## src/rtl/sfx_pkg.sv

```systemverilog
`timescale 1ns/1ps
package sfx_pkg;

   // register byte offsets
   localparam int OFS_SCTRL = 'h00;
   localparam int OFS_CECTL = 'h04;
   localparam int OFS_DLY   = 'h08;
   localparam int OFS_MMAP  = 'h0C;
   localparam int OFS_XCTL  = 'h10;
   localparam int OFS_XCNT  = 'h14;
   localparam int OFS_PORT  = 'h18;
   localparam int OFS_FPTR  = 'h20;
   localparam int OFS_STAT  = 'h28;
   localparam int OFS_IEN   = 'h2C;

   // direction code that selects receive
   localparam logic [1:0] DIR_RX = 2'b01;

   typedef enum logic [1:0] {
      ST_IDLE  = 2'd0,
      ST_LOAD  = 2'd1,
      ST_SHIFT = 2'd2
   } sfx_state_e;

   // lanes used by a width code (code 3 behaves as four lanes)
   function automatic logic [2:0] lanes_of(input logic [1:0] code);
      case (code)
         2'd0:    return 3'd1;
         2'd1:    return 3'd2;
         default: return 3'd4;
      endcase
   endfunction

endpackage

```

## src/rtl/sfx_clk_div.sv

```systemverilog
`timescale 1ns/1ps
module sfx_clk_div #(
   parameter int DIV_W = 11
) (
   input  logic             clk,
   input  logic             rst_n,
   input  logic             run,
   input  logic [DIV_W-1:0] div,
   output logic             tick
);

   logic [DIV_W-1:0] cnt_q;

   initial begin
      assert (DIV_W >= 1 && DIV_W <= 16) else $error("sfx_clk_div: DIV_W out of range");
   end

   assign tick = run && (cnt_q == div);

   always_ff @(posedge clk or negedge rst_n) begin
      if (!rst_n)          cnt_q <= '0;
      else if (!run)       cnt_q <= '0;
      else if (cnt_q == div) cnt_q <= '0;
      else                 cnt_q <= cnt_q + 1'b1;
   end


   cnt_bound_chk: assert property (@(posedge clk) disable iff (!rst_n)
      run |-> (cnt_q <= div));

endmodule

```

## src/rtl/sfx_byte_fifo.sv

```systemverilog
`timescale 1ns/1ps
module sfx_byte_fifo #(
   parameter int DEPTH = 8,
   parameter int W     = 8,
   parameter int LVL_W = $clog2(DEPTH + 1)
) (
   input  logic             clk,
   input  logic             rst_n,
   input  logic             flush,
   input  logic             push,
   input  logic [W-1:0]     wdata,
   input  logic             pop,
   output logic [W-1:0]     rdata,
   output logic [LVL_W-1:0] level,
   output logic             full,
   output logic             empty
);

   localparam int PTR_W = (DEPTH > 1) ? $clog2(DEPTH) : 1;
   localparam logic [PTR_W-1:0] LAST = PTR_W'(DEPTH - 1);

   logic [W-1:0]     mem_q [DEPTH];
   logic [PTR_W-1:0] wr_q, rd_q;
   logic [LVL_W-1:0] lvl_q;
   logic             do_push, do_pop;

   initial begin
      assert (DEPTH >= 2 && DEPTH <= 15) else $error("sfx_byte_fifo: DEPTH out of range");
      assert (LVL_W >= $clog2(DEPTH + 1)) else $error("sfx_byte_fifo: LVL_W too small");
   end

   assign full    = (lvl_q == LVL_W'(DEPTH));
   assign empty   = (lvl_q == '0);
   assign level   = lvl_q;
   assign rdata   = mem_q[rd_q];
   assign do_push = push && !full && !flush;
   assign do_pop  = pop && !empty && !flush;

   for (genvar e = 0; e < DEPTH; e++) begin : g_slot
      always_ff @(posedge clk) begin
         if (do_push && wr_q == PTR_W'(e)) mem_q[e] <= wdata;
      end
   end

   always_ff @(posedge clk or negedge rst_n) begin
      if (!rst_n) begin
         wr_q  <= '0;
         rd_q  <= '0;
         lvl_q <= '0;
      end else if (flush) begin
         wr_q  <= '0;
         rd_q  <= '0;
         lvl_q <= '0;
      end else begin
         if (do_push) wr_q <= (wr_q == LAST) ? '0 : wr_q + 1'b1;
         if (do_pop)  rd_q <= (rd_q == LAST) ? '0 : rd_q + 1'b1;
         if (do_push && !do_pop)      lvl_q <= lvl_q + 1'b1;
         else if (do_pop && !do_push) lvl_q <= lvl_q - 1'b1;
      end
   end


   level_bound_chk: assert property (@(posedge clk) disable iff (!rst_n)
      level <= LVL_W'(DEPTH));


   flush_empties_chk: assert property (@(posedge clk) disable iff (!rst_n)
      flush |=> empty);

endmodule

```

## src/rtl/sfx_shifter.sv

```systemverilog
`timescale 1ns/1ps
module sfx_shifter
   import sfx_pkg::*;
#(
   parameter int CNT_W = 16
) (
   input  logic             clk,
   input  logic             rst_n,
   input  logic             start,
   input  logic             rx_mode,
   input  logic [1:0]       lw,
   input  logic             cpol,
   input  logic             cpha,
   input  logic             late_smp,
   input  logic [CNT_W-1:0] nbytes,
   input  logic             tick,
   input  logic             fifo_empty,
   input  logic             fifo_full,
   input  logic [7:0]       fifo_head,
   input  logic [3:0]       io_in,
   output logic             run,
   output logic             busy,
   output logic             done,
   output logic             fifo_pop,
   output logic             fifo_push,
   output logic [7:0]       push_byte,
   output logic             sck,
   output logic [3:0]       io_out,
   output logic [3:0]       io_oe
);

   sfx_state_e       st_q;
   logic [CNT_W-1:0] left_q;
   logic [2:0]       beat_q;
   logic             half_q;
   logic [7:0]       tx_q, rx_q;
   logic [7:0]       tx_nxt, rx_nxt;
   logic [2:0]       lanes, last_beat;
   logic             have_bytes, can_load, byte_end;

   initial begin
      assert (CNT_W >= 1 && CNT_W <= 32) else $error("sfx_shifter: CNT_W out of range");
   end

   assign lanes      = lanes_of(lw);
   assign last_beat  = (lanes == 3'd1) ? 3'd7 : (lanes == 3'd2) ? 3'd3 : 3'd1;
   assign have_bytes = (left_q != '0);
   assign can_load   = rx_mode ? !fifo_full : !fifo_empty;
   assign byte_end   = (st_q == ST_SHIFT) && tick && half_q && (beat_q == last_beat);

   assign busy      = (st_q != ST_IDLE);
   assign run       = (st_q == ST_SHIFT);
   assign done      = (st_q == ST_LOAD) && !have_bytes;
   assign fifo_pop  = (st_q == ST_LOAD) && have_bytes && !rx_mode && !fifo_empty;
   assign fifo_push = byte_end && rx_mode;
   assign push_byte = late_smp ? rx_nxt : rx_q;
   assign sck       = run ? (cpol ^ cpha ^ half_q) : cpol;

   always_comb begin
      case (lanes)
         3'd1: begin
            rx_nxt = {rx_q[6:0], io_in[1]};
            tx_nxt = {tx_q[6:0], 1'b0};
         end
         3'd2: begin
            rx_nxt = {rx_q[5:0], io_in[1:0]};
            tx_nxt = {tx_q[5:0], 2'b00};
         end
         default: begin
            rx_nxt = {rx_q[3:0], io_in[3:0]};
            tx_nxt = {tx_q[3:0], 4'h0};
         end
      endcase
   end

   // per-lane output mapping: lane g carries bit (8 - lanes + g) of the byte
   for (genvar g = 0; g < 4; g++) begin : g_lane
      logic in_use;
      assign in_use    = (3'(g) < lanes);
      assign io_oe[g]  = busy && !rx_mode && in_use;
      assign io_out[g] = in_use ? tx_q[3'(8 - int'(lanes) + g)] : 1'b0;
   end

   always_ff @(posedge clk or negedge rst_n) begin
      if (!rst_n) begin
         st_q   <= ST_IDLE;
         left_q <= '0;
         beat_q <= '0;
         half_q <= 1'b0;
         tx_q   <= '0;
         rx_q   <= '0;
      end else begin
         case (st_q)
            ST_IDLE: begin
               if (start) begin
                  left_q <= nbytes;
                  st_q   <= ST_LOAD;
               end
            end
            ST_LOAD: begin
               if (!have_bytes) begin
                  st_q <= ST_IDLE;
               end else if (can_load) begin
                  st_q   <= ST_SHIFT;
                  beat_q <= '0;
                  half_q <= 1'b0;
                  rx_q   <= '0;
                  if (!rx_mode) tx_q <= fifo_head;
               end
            end
            ST_SHIFT: begin
               if (tick) begin
                  if (!half_q) begin
                     half_q <= 1'b1;
                     if (!late_smp) rx_q <= rx_nxt;
                  end else begin
                     half_q <= 1'b0;
                     if (late_smp) rx_q <= rx_nxt;
                     if (beat_q == last_beat) begin
                        st_q   <= ST_LOAD;
                        left_q <= left_q - 1'b1;
                     end else begin
                        beat_q <= beat_q + 1'b1;
                        tx_q   <= tx_nxt;
                     end
                  end
               end
            end
            default: st_q <= ST_IDLE;
         endcase
      end
   end


   half_on_tick_chk: assert property (@(posedge clk) disable iff (!rst_n)
      (run && $past(run) && half_q != $past(half_q)) |-> $past(tick));


   no_push_full_chk: assert property (@(posedge clk) disable iff (!rst_n)
      fifo_push |-> !fifo_full);


   tx_stall_chk: assert property (@(posedge clk) disable iff (!rst_n)
      (busy && !run && !rx_mode && fifo_empty) |=> (!run || $past(!have_bytes)) );

endmodule

```

## src/rtl/sflash_xfer_engine.sv

```systemverilog
`timescale 1ns/1ps
module sflash_xfer_engine
   import sfx_pkg::*;
#(
   parameter int DIV_W      = 11,
   parameter int FIFO_DEPTH = 8,
   parameter int CNT_W      = 16,
   parameter int ADDR_W     = 6
) (
   input  logic              clk,
   input  logic              rst_n,
   input  logic              reg_wr,
   input  logic              reg_rd,
   input  logic [ADDR_W-1:0] reg_addr,
   input  logic [31:0]       reg_wdata,
   output logic [31:0]       reg_rdata,
   output logic              irq,
   output logic              sck,
   output logic              cs_n,
   output logic [3:0]        io_out,
   output logic [3:0]        io_oe,
   input  logic [3:0]        io_in
);

   localparam int LVL_W = $clog2(FIFO_DEPTH + 1);

   initial begin
      assert (ADDR_W >= 6) else $error("sflash_xfer_engine: ADDR_W must cover 0x2C");
      assert (DIV_W <= 11) else $error("sflash_xfer_engine: divider field is 11 bits");
      assert (LVL_W <= 4) else $error("sflash_xfer_engine: fill field is 4 bits");
   end

   // configuration state
   logic [DIV_W-1:0] div_q;
   logic             cpha_q, cpol_q, ce_man_q, ce_val_q, late_q;
   logic [1:0]       dir_q, lw_q, trig_q;
   logic [CNT_W-1:0] cnt_q;
   logic             done_q, en_done_q, en_rx_q;

   // engine and FIFO wiring
   logic             busy, done, run, tick, start;
   logic             eng_pop, eng_push, sw_push, sw_pop, flush;
   logic [7:0]       eng_byte, head, f_wdata;
   logic [LVL_W-1:0] level;
   logic             f_full, f_empty, rx_mode, rx_avail;
   logic             unused_wdata;

   function automatic logic hit(input logic [ADDR_W-1:0] a, input int ofs);
      return a == ADDR_W'(ofs);
   endfunction

   assign unused_wdata = ^reg_wdata;
   assign rx_mode = (dir_q == DIR_RX);
   assign start   = reg_wr && hit(reg_addr, OFS_XCTL) && reg_wdata[15] && !busy;
   assign flush   = reg_wr && hit(reg_addr, OFS_FPTR);
   assign sw_push = reg_wr && hit(reg_addr, OFS_PORT) && !eng_push;
   assign sw_pop  = reg_rd && hit(reg_addr, OFS_PORT) && !eng_pop;
   assign f_wdata = eng_push ? eng_byte : reg_wdata[7:0];

   always_comb begin
      int thr;
      thr = 1 << trig_q;
      if (thr > FIFO_DEPTH) thr = FIFO_DEPTH;
      rx_avail = rx_mode && (int'(level) >= thr);
   end

   assign irq  = (done_q && en_done_q) || (rx_avail && en_rx_q);
   assign cs_n = ce_man_q ? ce_val_q : !busy;

   always_ff @(posedge clk or negedge rst_n) begin
      if (!rst_n) begin
         div_q     <= '0;
         cpha_q    <= 1'b0;
         cpol_q    <= 1'b0;
         ce_man_q  <= 1'b0;
         ce_val_q  <= 1'b0;
         late_q    <= 1'b0;
         dir_q     <= '0;
         lw_q      <= '0;
         trig_q    <= '0;
         cnt_q     <= '0;
         done_q    <= 1'b0;
         en_done_q <= 1'b0;
         en_rx_q   <= 1'b0;
      end else begin
         if (reg_wr) begin
            if (hit(reg_addr, OFS_SCTRL)) begin
               div_q  <= reg_wdata[DIV_W-1:0];
               cpha_q <= reg_wdata[12];
               cpol_q <= reg_wdata[13];
            end
            if (hit(reg_addr, OFS_CECTL)) begin
               ce_val_q <= reg_wdata[0];
               ce_man_q <= reg_wdata[1];
            end
            if (hit(reg_addr, OFS_DLY)) late_q <= reg_wdata[14];
            if (hit(reg_addr, OFS_XCTL) && !busy) begin
               dir_q  <= reg_wdata[1:0];
               lw_q   <= reg_wdata[5:4];
               trig_q <= reg_wdata[13:12];
            end
            if (hit(reg_addr, OFS_XCNT)) cnt_q <= reg_wdata[CNT_W-1:0];
            if (hit(reg_addr, OFS_STAT) && !reg_wdata[0]) done_q <= 1'b0;
            if (hit(reg_addr, OFS_IEN)) begin
               en_done_q <= reg_wdata[0];
               en_rx_q   <= reg_wdata[2];
            end
         end
         if (done) done_q <= 1'b1;
      end
   end

   always_comb begin
      reg_rdata = '0;
      case (int'(reg_addr))
         OFS_SCTRL: reg_rdata = {18'b0, cpol_q, cpha_q, 1'b0, 11'(div_q)};
         OFS_CECTL: reg_rdata = {30'b0, ce_man_q, ce_val_q};
         OFS_DLY:   reg_rdata = {17'b0, late_q, 14'b0};
         OFS_XCTL:  reg_rdata = {16'b0, busy, 1'b0, trig_q, 6'b0, lw_q, 2'b0, dir_q};
         OFS_XCNT:  reg_rdata = 32'(cnt_q);
         OFS_PORT:  reg_rdata = f_empty ? 32'd0 : {24'b0, head};
         OFS_FPTR:  reg_rdata = 32'(level);
         OFS_STAT:  reg_rdata = {29'b0, rx_avail, 1'b0, done_q};
         OFS_IEN:   reg_rdata = {29'b0, en_rx_q, 1'b0, en_done_q};
         default:   reg_rdata = '0;
      endcase
   end

   sfx_clk_div #(.DIV_W(DIV_W)) u_div (
      .clk  (clk),
      .rst_n(rst_n),
      .run  (run),
      .div  (div_q),
      .tick (tick)
   );

   sfx_byte_fifo #(.DEPTH(FIFO_DEPTH), .W(8), .LVL_W(LVL_W)) u_fifo (
      .clk  (clk),
      .rst_n(rst_n),
      .flush(flush),
      .push (eng_push || sw_push),
      .wdata(f_wdata),
      .pop  (eng_pop || sw_pop),
      .rdata(head),
      .level(level),
      .full (f_full),
      .empty(f_empty)
   );

   sfx_shifter #(.CNT_W(CNT_W)) u_shift (
      .clk       (clk),
      .rst_n     (rst_n),
      .start     (start),
      .rx_mode   (rx_mode),
      .lw        (lw_q),
      .cpol      (cpol_q),
      .cpha      (cpha_q),
      .late_smp  (late_q),
      .nbytes    (cnt_q),
      .tick      (tick),
      .fifo_empty(f_empty),
      .fifo_full (f_full),
      .fifo_head (head),
      .io_in     (io_in),
      .run       (run),
      .busy      (busy),
      .done      (done),
      .fifo_pop  (eng_pop),
      .fifo_push (eng_push),
      .push_byte (eng_byte),
      .sck       (sck),
      .io_out    (io_out),
      .io_oe     (io_oe)
   );


   go_done_chk: assert property (@(posedge clk) disable iff (!rst_n)
      $fell(busy) |-> done_q);


   cs_auto_chk: assert property (@(posedge clk) disable iff (!rst_n)
      (!ce_man_q && sck != cpol_q) |-> !cs_n);


   sck_idle_chk: assert property (@(posedge clk) disable iff (!rst_n)
      !busy |-> (sck == cpol_q));

endmodule

```

## config.mk

```make
export PLATFORM = sky130hd
export DESIGN_NAME = sflash_xfer_engine
export DESIGN_NICKNAME = d
export VERILOG_FILES = /design/src/rtl/sfx_pkg.sv /design/src/rtl/sfx_clk_div.sv /design/src/rtl/sfx_byte_fifo.sv /design/src/rtl/sfx_shifter.sv /design/src/rtl/sflash_xfer_engine.sv
export SDC_FILE = /design/constraint.sdc
export NUM_CORES = 1
export LEC_CHECK = 0
export ABC_AREA = 1
export BUFFER_PORTS_ARGS = -buffer_cell sky130_fd_sc_hd__buf_2
export CELL_PAD_IN_SITES_DETAIL_PLACEMENT = 1
export CELL_PAD_IN_SITES_GLOBAL_PLACEMENT = 1
export CORE_MARGIN = 4
export CORE_UTILIZATION = 45
export DETAILED_ROUTE_END_ITERATION = 10
export GPL_ROUTABILITY_DRIVEN = 0
export PLACE_DENSITY = 0.88
export SLEW_MARGIN = 0
export SYNTH_ARGS = -nofsm -noshare
export SYNTH_HDL_FRONTEND = slang
export SYNTH_SLANG_ARGS = --single-unit
```

## constraint.sdc

```tcl
create_clock -name clk -period 3.4 [get_ports clk]
set_input_delay 0.68 -clock clk [delete_from_list [all_inputs] [get_ports clk]]
set_output_delay 0.68 -clock clk [all_outputs]
set_load 0.03 [all_outputs]
```

After elaboration in Yosys (flattened, before gate mapping)
Memory sizes are Yosys's and may differ from the RTL's. Cells that the tools add are included.

Word-level logic and storage cells: 288. Output and inout bits: 43. Input port bits: 46. Flip-flop bits (word level): 100. Memories: 1. Bits in writable memories: 64.

Shifts and indexed selects: 1. Mux-type cells: 116. Bitwise operators: 2. Order comparisons: 10. Add/sub/neg operators: 11. Equal/unequal tests: 35. Reductions and logical operators: 89.

Memories: u_fifo.mem_q (words 8, width 8, read ports 1, clocked after memory_dff 0, write ports 1, line sfx_byte_fifo.sv:22) `logic [W-1:0] mem_q [DEPTH];`.

Operators by type and width (number): 8-bit two-way mux (21); 16-bit one-hot mux with 9 select lines (1); 16-bit two-way mux (4); 8-bit one-hot mux with 2 select lines (4); 3-bit two-way mux (19); 8-bit OR reduction (7); 1-bit two-way mux (45); 1-bit logical AND (41); 5-bit by 32-bit >= comparator with 1-bit output (1); 32-bit by 5-bit greater-than comparator with 1-bit output (second input constant) (1); 32-bit two-way mux (1); 16-bit one-hot mux with 2 select lines (1); 1-bit by 2-bit left shift with 32-bit output (first input constant) (1); 11-bit two-way mux (2); 3-bit by 5-bit < comparator with 1-bit output (second input constant) (4); 6-bit by 5-bit equality test with 1-bit output (second input constant) (3); 6-bit equality test (second input constant) (3); 16-bit nonzero test (1); 16-bit by 1-bit subtractor with 16-bit output (second input constant) (1); 3-bit equality test (second input constant) (5); 5-bit AND reduction (3); 2-bit two-way mux (7); 2-bit AND reduction (7); 2-bit nonzero test (7); other kinds (38) (74).

Longest topological paths before layout
Depth in word-level cells: 24. Depth in mapped cells: 18. Gate-level depth less buffers: 18.

Cells and area by module
Synthesis repeated with hierarchy kept, for this count alone.

Cells, all modules: 1213. Area, all modules: 9567.9 µm².

Modules (own cells, without submodules): sfx_byte_fifo (cells each 281, area an instance 3251.9 µm², sequential area each 2172.1 µm², instances 1); sfx_shifter (cells each 495, area an instance 3029.2 µm², sequential area each 950.9 µm², instances 1); sflash_xfer_engine (cells each 342, area an instance 2548.7 µm², sequential area each 1026.0 µm², instances 1); sfx_clk_div (cells each 95, area an instance 738.2 µm², sequential area each 275.3 µm², instances 1).

Least setup slack after synthesis
OpenSTA, ideal clock, no wires.

Path type: input to output. Start: input reg_addr[1]. End: output reg_rdata[9]. Required time: 2.720 ns. Path buffers: 1. Stages on the path: 6. Data arrival time: 1.918 ns. Slack: 0.802 ns. Path through: nor4_1 nand2_1 inv_2 clkbuf_1 nand2_1 o21ai_0.

Longest elaborated chain between the ends: 2. Elaborated cells between the ends (all ways): 10. Classes of those cells: eq/ne: 8; mux: 1; reduce/logical: 1.

Ends and longest elaborated chain: start, declared (line sflash_xfer_engine.sv:14) `input logic [ADDR_W-1:0] reg_addr,`; 6-bit equality test, or another cell as far along (line sflash_xfer_engine.sv:115) `case (int'(reg_addr))`; 16-bit one-hot mux with 9 select lines * (line sflash_xfer_engine.sv:115); end, declared (line sflash_xfer_engine.sv:16) `output logic [31:0] reg_rdata,`.

Mark *: on every way between the ends. The rest lies on a longest branch, timed or not.

Final worst setup path
Start: register lw_q[1]. End: output io_out[0].

Longest elaborated chain between the ends: 7. Elaborated cells between the ends (all ways): 9. Classes of those cells: add/sub: 1; order compare: 1; eq/ne: 1; mux: 5; reduce/logical: 1.

Ends and longest elaborated chain: start, declared (line sflash_xfer_engine.sv:36) `logic [1:0] dir_q, lw_q, trig_q;`; start signal, assigned (line sflash_xfer_engine.sv:99) `lw_q <= reg_wdata[5:4];`; 2-bit by 1-bit equality test with 1-bit output or 2-bit logical NOT (tied branches) (line sfx_pkg.sv:27) `case (code)`; 3-bit one-hot mux with 2 select lines * (line sfx_pkg.sv:27); 1-bit by 3-bit subtractor with 3-bit output (line sfx_shifter.sv:81) `assign io_out[g] = in_use ? tx_q[3'(8 - int'(lanes) + g)] : 1'b0;`; 1-bit binary-select mux with 3-bit select (line sfx_shifter.sv:81); 1-bit two-way mux (not written as such) (2 in a row) (line sfx_shifter.sv:81); 1-bit two-way mux * (line sfx_shifter.sv:81); end, declared (line sflash_xfer_engine.sv:20) `output logic [3:0] io_out,`.

Mark *: on every way between the ends. The rest lies on a longest branch, timed or not. The select of a mux whose other input is x is not followed.

==> qor.yml <==
critical_path:
  cp-end-kind: "primary output"
  cp_max_fo: 13
  cp_cell_sequence: "inv_1 -> nand2_2 -> ha_1 -> o31ai_1 -> inv_1 -> buf_2"
  slowest_delay_ns: 0.56
  critPathBufInv: 3
  crit_cells: 6
  rr_worst_depth: 8
  crit_slowest_cell: "dfrtp_1"
  cp.required_ns: 2.72
  path_common_cell: "inv_1"
  path_delay_family: "buffers and inverters"
  cp.arrival_ns: 2.55
  crit_type: "flip-flop to primary output"
  setup.worst_path.start_class: "flip-flop"
grt:
  grt-ovfl-total: 0
  grt_util_all_layers_pct: 27.8
  grt_max_degree: 55
  first_global_vias: 8767
  grt_pass1_wl_um: 47900
  antenna_found_initial: 0
timing:
  finalCriticalPeriod_ns: 3.23
  fin_worst_skew_ns: 0.0188
  whs_ns: 0.293
  fmax_mhz: 310
  max_slew_margin_pct: 25.8
  tightest_slew_ns: 1.10
  setup_viol: 0
  drv_slew: 0
  period_share_pct: 95.0
  finalHoldViolations: 0
  rsz0062_at_grt: "no"
  finalSetupTns_ns: 0
clock_network:
  cts_buffers: 17
  cts_sinks: 164
  ctsHtreeMaxLevel: 4
  cts_tree: "yes"
  ctsLongestPathBuffers: 2
  clkLatencyLatePin_ns: 0.45
  post-cts-setup-buffer-count: 0
  cts-root-buf: "clkbuf_16"
  clkTransAtPathRegs_ns: 0.07
yosys:
  synth_ff_type: "dfrtp_1"
  synth_compound_area_share_pct: 15.8
  synth_mux_area_share_pct: 0
  ys_warn_count: 0
  synth-edff-count: 64
  ys_seq_area_share_pct: 49.3
  avgSynthCellArea_um2: 8.38
  async_flop_share_pct: 61.0
  syn_area_mm2: 0.00898
  synth_simple_gate_area_share_pct: 21.3
  yosys.area_share.xor_xnor_pct: 1.46
  yosys_register_bits: 164
  synth_top_family_by_area: "simple AND/OR/NAND/NOR gates"
  synthAdderAreaFrac_pct: 3.57
  synthDistinctLibCells: 51
  postSynthCellCount: 1072
placed_design:
  port_buffers: 56
  dpl_cell_area_mm2: 0.00955
  post-dp-hpwl_um: 20700
detailed_routing:
  ant_nets: 0
  drt_wl_total_um: 29700
  vias: 8215
  drc: 0
  vias_per_cell: 5.82
  wl_per_cell_um: 21.1
  drtIter0Drc: 785
  drt-pass1-iter-count: 5
cells_and_area:
  syn_to_final_growth_pct: 12.9
  final_util_pct: 51.9
  antenna_cells: 0
  design_area_mm2: 0.0101
  drive_above_1_share_pct: 14.5
  final_cell_mix: "253 x nand2_1, 117 x o21ai_0, 109 x inv_1, 109 x nor2_1, 100 x dfrtp_1"
  nets: 1204
  final_common_cell: "nand2_1"
floorplanning:
  die_area_mm2: 0.0223
  die_h_um: 149
  coreArea_mm2: 0.0195
  die_w_um: 149
  start_util_pct: 46.0
  io_pins: 89
  std_cell_rows: 51
worst_hold_path:
  hold_path_class: "input port to asynchronous set/reset pin"
flow_run:
  cap_viol_max_count: 0
power_and_ir_drop:
  p_per_area_mw_per_mm2: 810
  p_leak_nw: 4.49
  peakVddDrop_v: 0.000432
run_status:
  status: "finished clean"
worst paths after layout:
path,slack [ns],startpoint,endpoint
setup / recovery,0.17,lw_q[1],io_out[0]
hold / removal,0.29,rst_n,u_shift.left_q[11]
setup reg to reg,0.34,lw_q[1],u_fifo.mem_q[4][5]
hold reg to reg,0.48,u_shift.tx_q[1],u_shift.tx_q[1]
max in group asynchronous,2.34,rst_n,u_fifo.wr_q[2]
min in group clk,0.48,u_shift.tx_q[1],u_shift.tx_q[1]
cells by family after synthesis:
group / count (synthesis)
adders and majority gates: 25
DFF: 164
and+or+nand+nor: 452
buffers and inverters: 175
other: 1
xor gates and xnor gates: 15
AOI/OAI and AO/OA: 240
synth_stat cells, types with 3 or more instances:
| master | count | area share (%) |
|---|---|---|
| a22oi_1 | 7 | 0.59 |
| nor3_1 | 14 | 0.78 |
| inv_1 | 109 | 4.6 |
| o21ai_2 | 17 | 1.7 |
| nand4_1 | 10 | 0.70 |
| o31ai_1 | 3 | 0.25 |
| nor3b_1 | 4 | 0.33 |
| ha_1 | 24 | 3.3 |
| o22ai_1 | 33 | 2.3 |
| xnor2_1 | 8 | 0.78 |
| o21ai_1 | 18 | 1.0 |
| nor2_1 | 109 | 4.6 |
| inv_2 | 9 | 0.38 |
| buf_4 | 16 | 1.3 |
| o21ai_0 | 117 | 6.5 |
| buf_6 | 5 | 0.63 |
| a21oi_1 | 20 | 1.1 |
| edfxtp_1 | 64 | 21 |
| o211ai_1 | 3 | 0.25 |
| buf_2 | 6 | 0.33 |
| nand2_2 | 8 | 0.56 |
| nand3_2 | 5 | 0.56 |
| nor2_2 | 3 | 0.21 |
| nand3_1 | 34 | 1.9 |
| or2_2 | 3 | 0.21 |
| nand2_1 | 254 | 11 |
| xor2_1 | 7 | 0.68 |
| o221ai_1 | 9 | 0.88 |
| dfrtp_1 | 100 | 28 |
| clkbuf_1 | 27 | 1.1 |
registers in the layout, indices dropped and copies added, names as in the netlist, 2 cells and up:
| name | flops |
|---|---|
| cnt_q | 16 |
| dir_q | 2 |
| div_q | 11 |
| lw_q | 2 |
| trig_q | 2 |
| u_div.cnt_q | 11 |
| u_fifo.level | 4 |
| u_fifo.mem_q | 64 |
| u_fifo.rd_q | 3 |
| u_fifo.wr_q | 3 |
| u_shift.beat_q | 3 |
| u_shift.left_q | 16 |
| u_shift.rx_q | 8 |
| u_shift.st_q | 2 |
| u_shift.tx_q | 8 |
layout make-up:
class	instances	area, um2
clock buffer	18	450
clock inverter	14	141
fill	2377	9390
inverter	120	450
multi-input combinational	748	3850
sequential	164	4420
tap	265	332
timing repair buffer	82	490
routing by layer:
metal	up-vias	track usage, %	share of wire [%]
li1	3678	-	-
met1	4068	35.4	41
met2	371	44.9	48
met3	98	5.77	6.7
met4	0	14.1	4.9
met5	-	0	0
worst reg2reg max path: cells and delay by family (launching register included):
family	cells	cell delay (ns)
flip-flops	1	0.65
buffers and inverters	2	0.50
AND/OR/NAND/NOR	3	0.52
AO/OA/AOI/OAI	3	1.06
power by group:
group	internal [mW]	switching, mW	total [mW]
combinational	1.05	2.45	3.50
sequential	2.38	0.365	2.74
clock	1.07	0.895	1.97
total	4.50	3.71	8.21
stage by stage:
stage	setup slack (ns)	power (mW)	std cells
floorplan	0.802	5.17	1087
global placement	0.430	5.91	1379
detailed placement	0.274	6.13	1379
CTS	0.0457	8.16	1411
global route	0.0390	8.75	1411
finish	0.170	8.21	1411
what timing repair did:
action                                  in CTS  in global routing
endpoints found under the setup margin       0                 18
hold buffers                                 0                  0
resized for setup                            0                  1
endpoints found under the hold margin        0                  0
No activity file was read; power rests on OpenSTA's default activity.
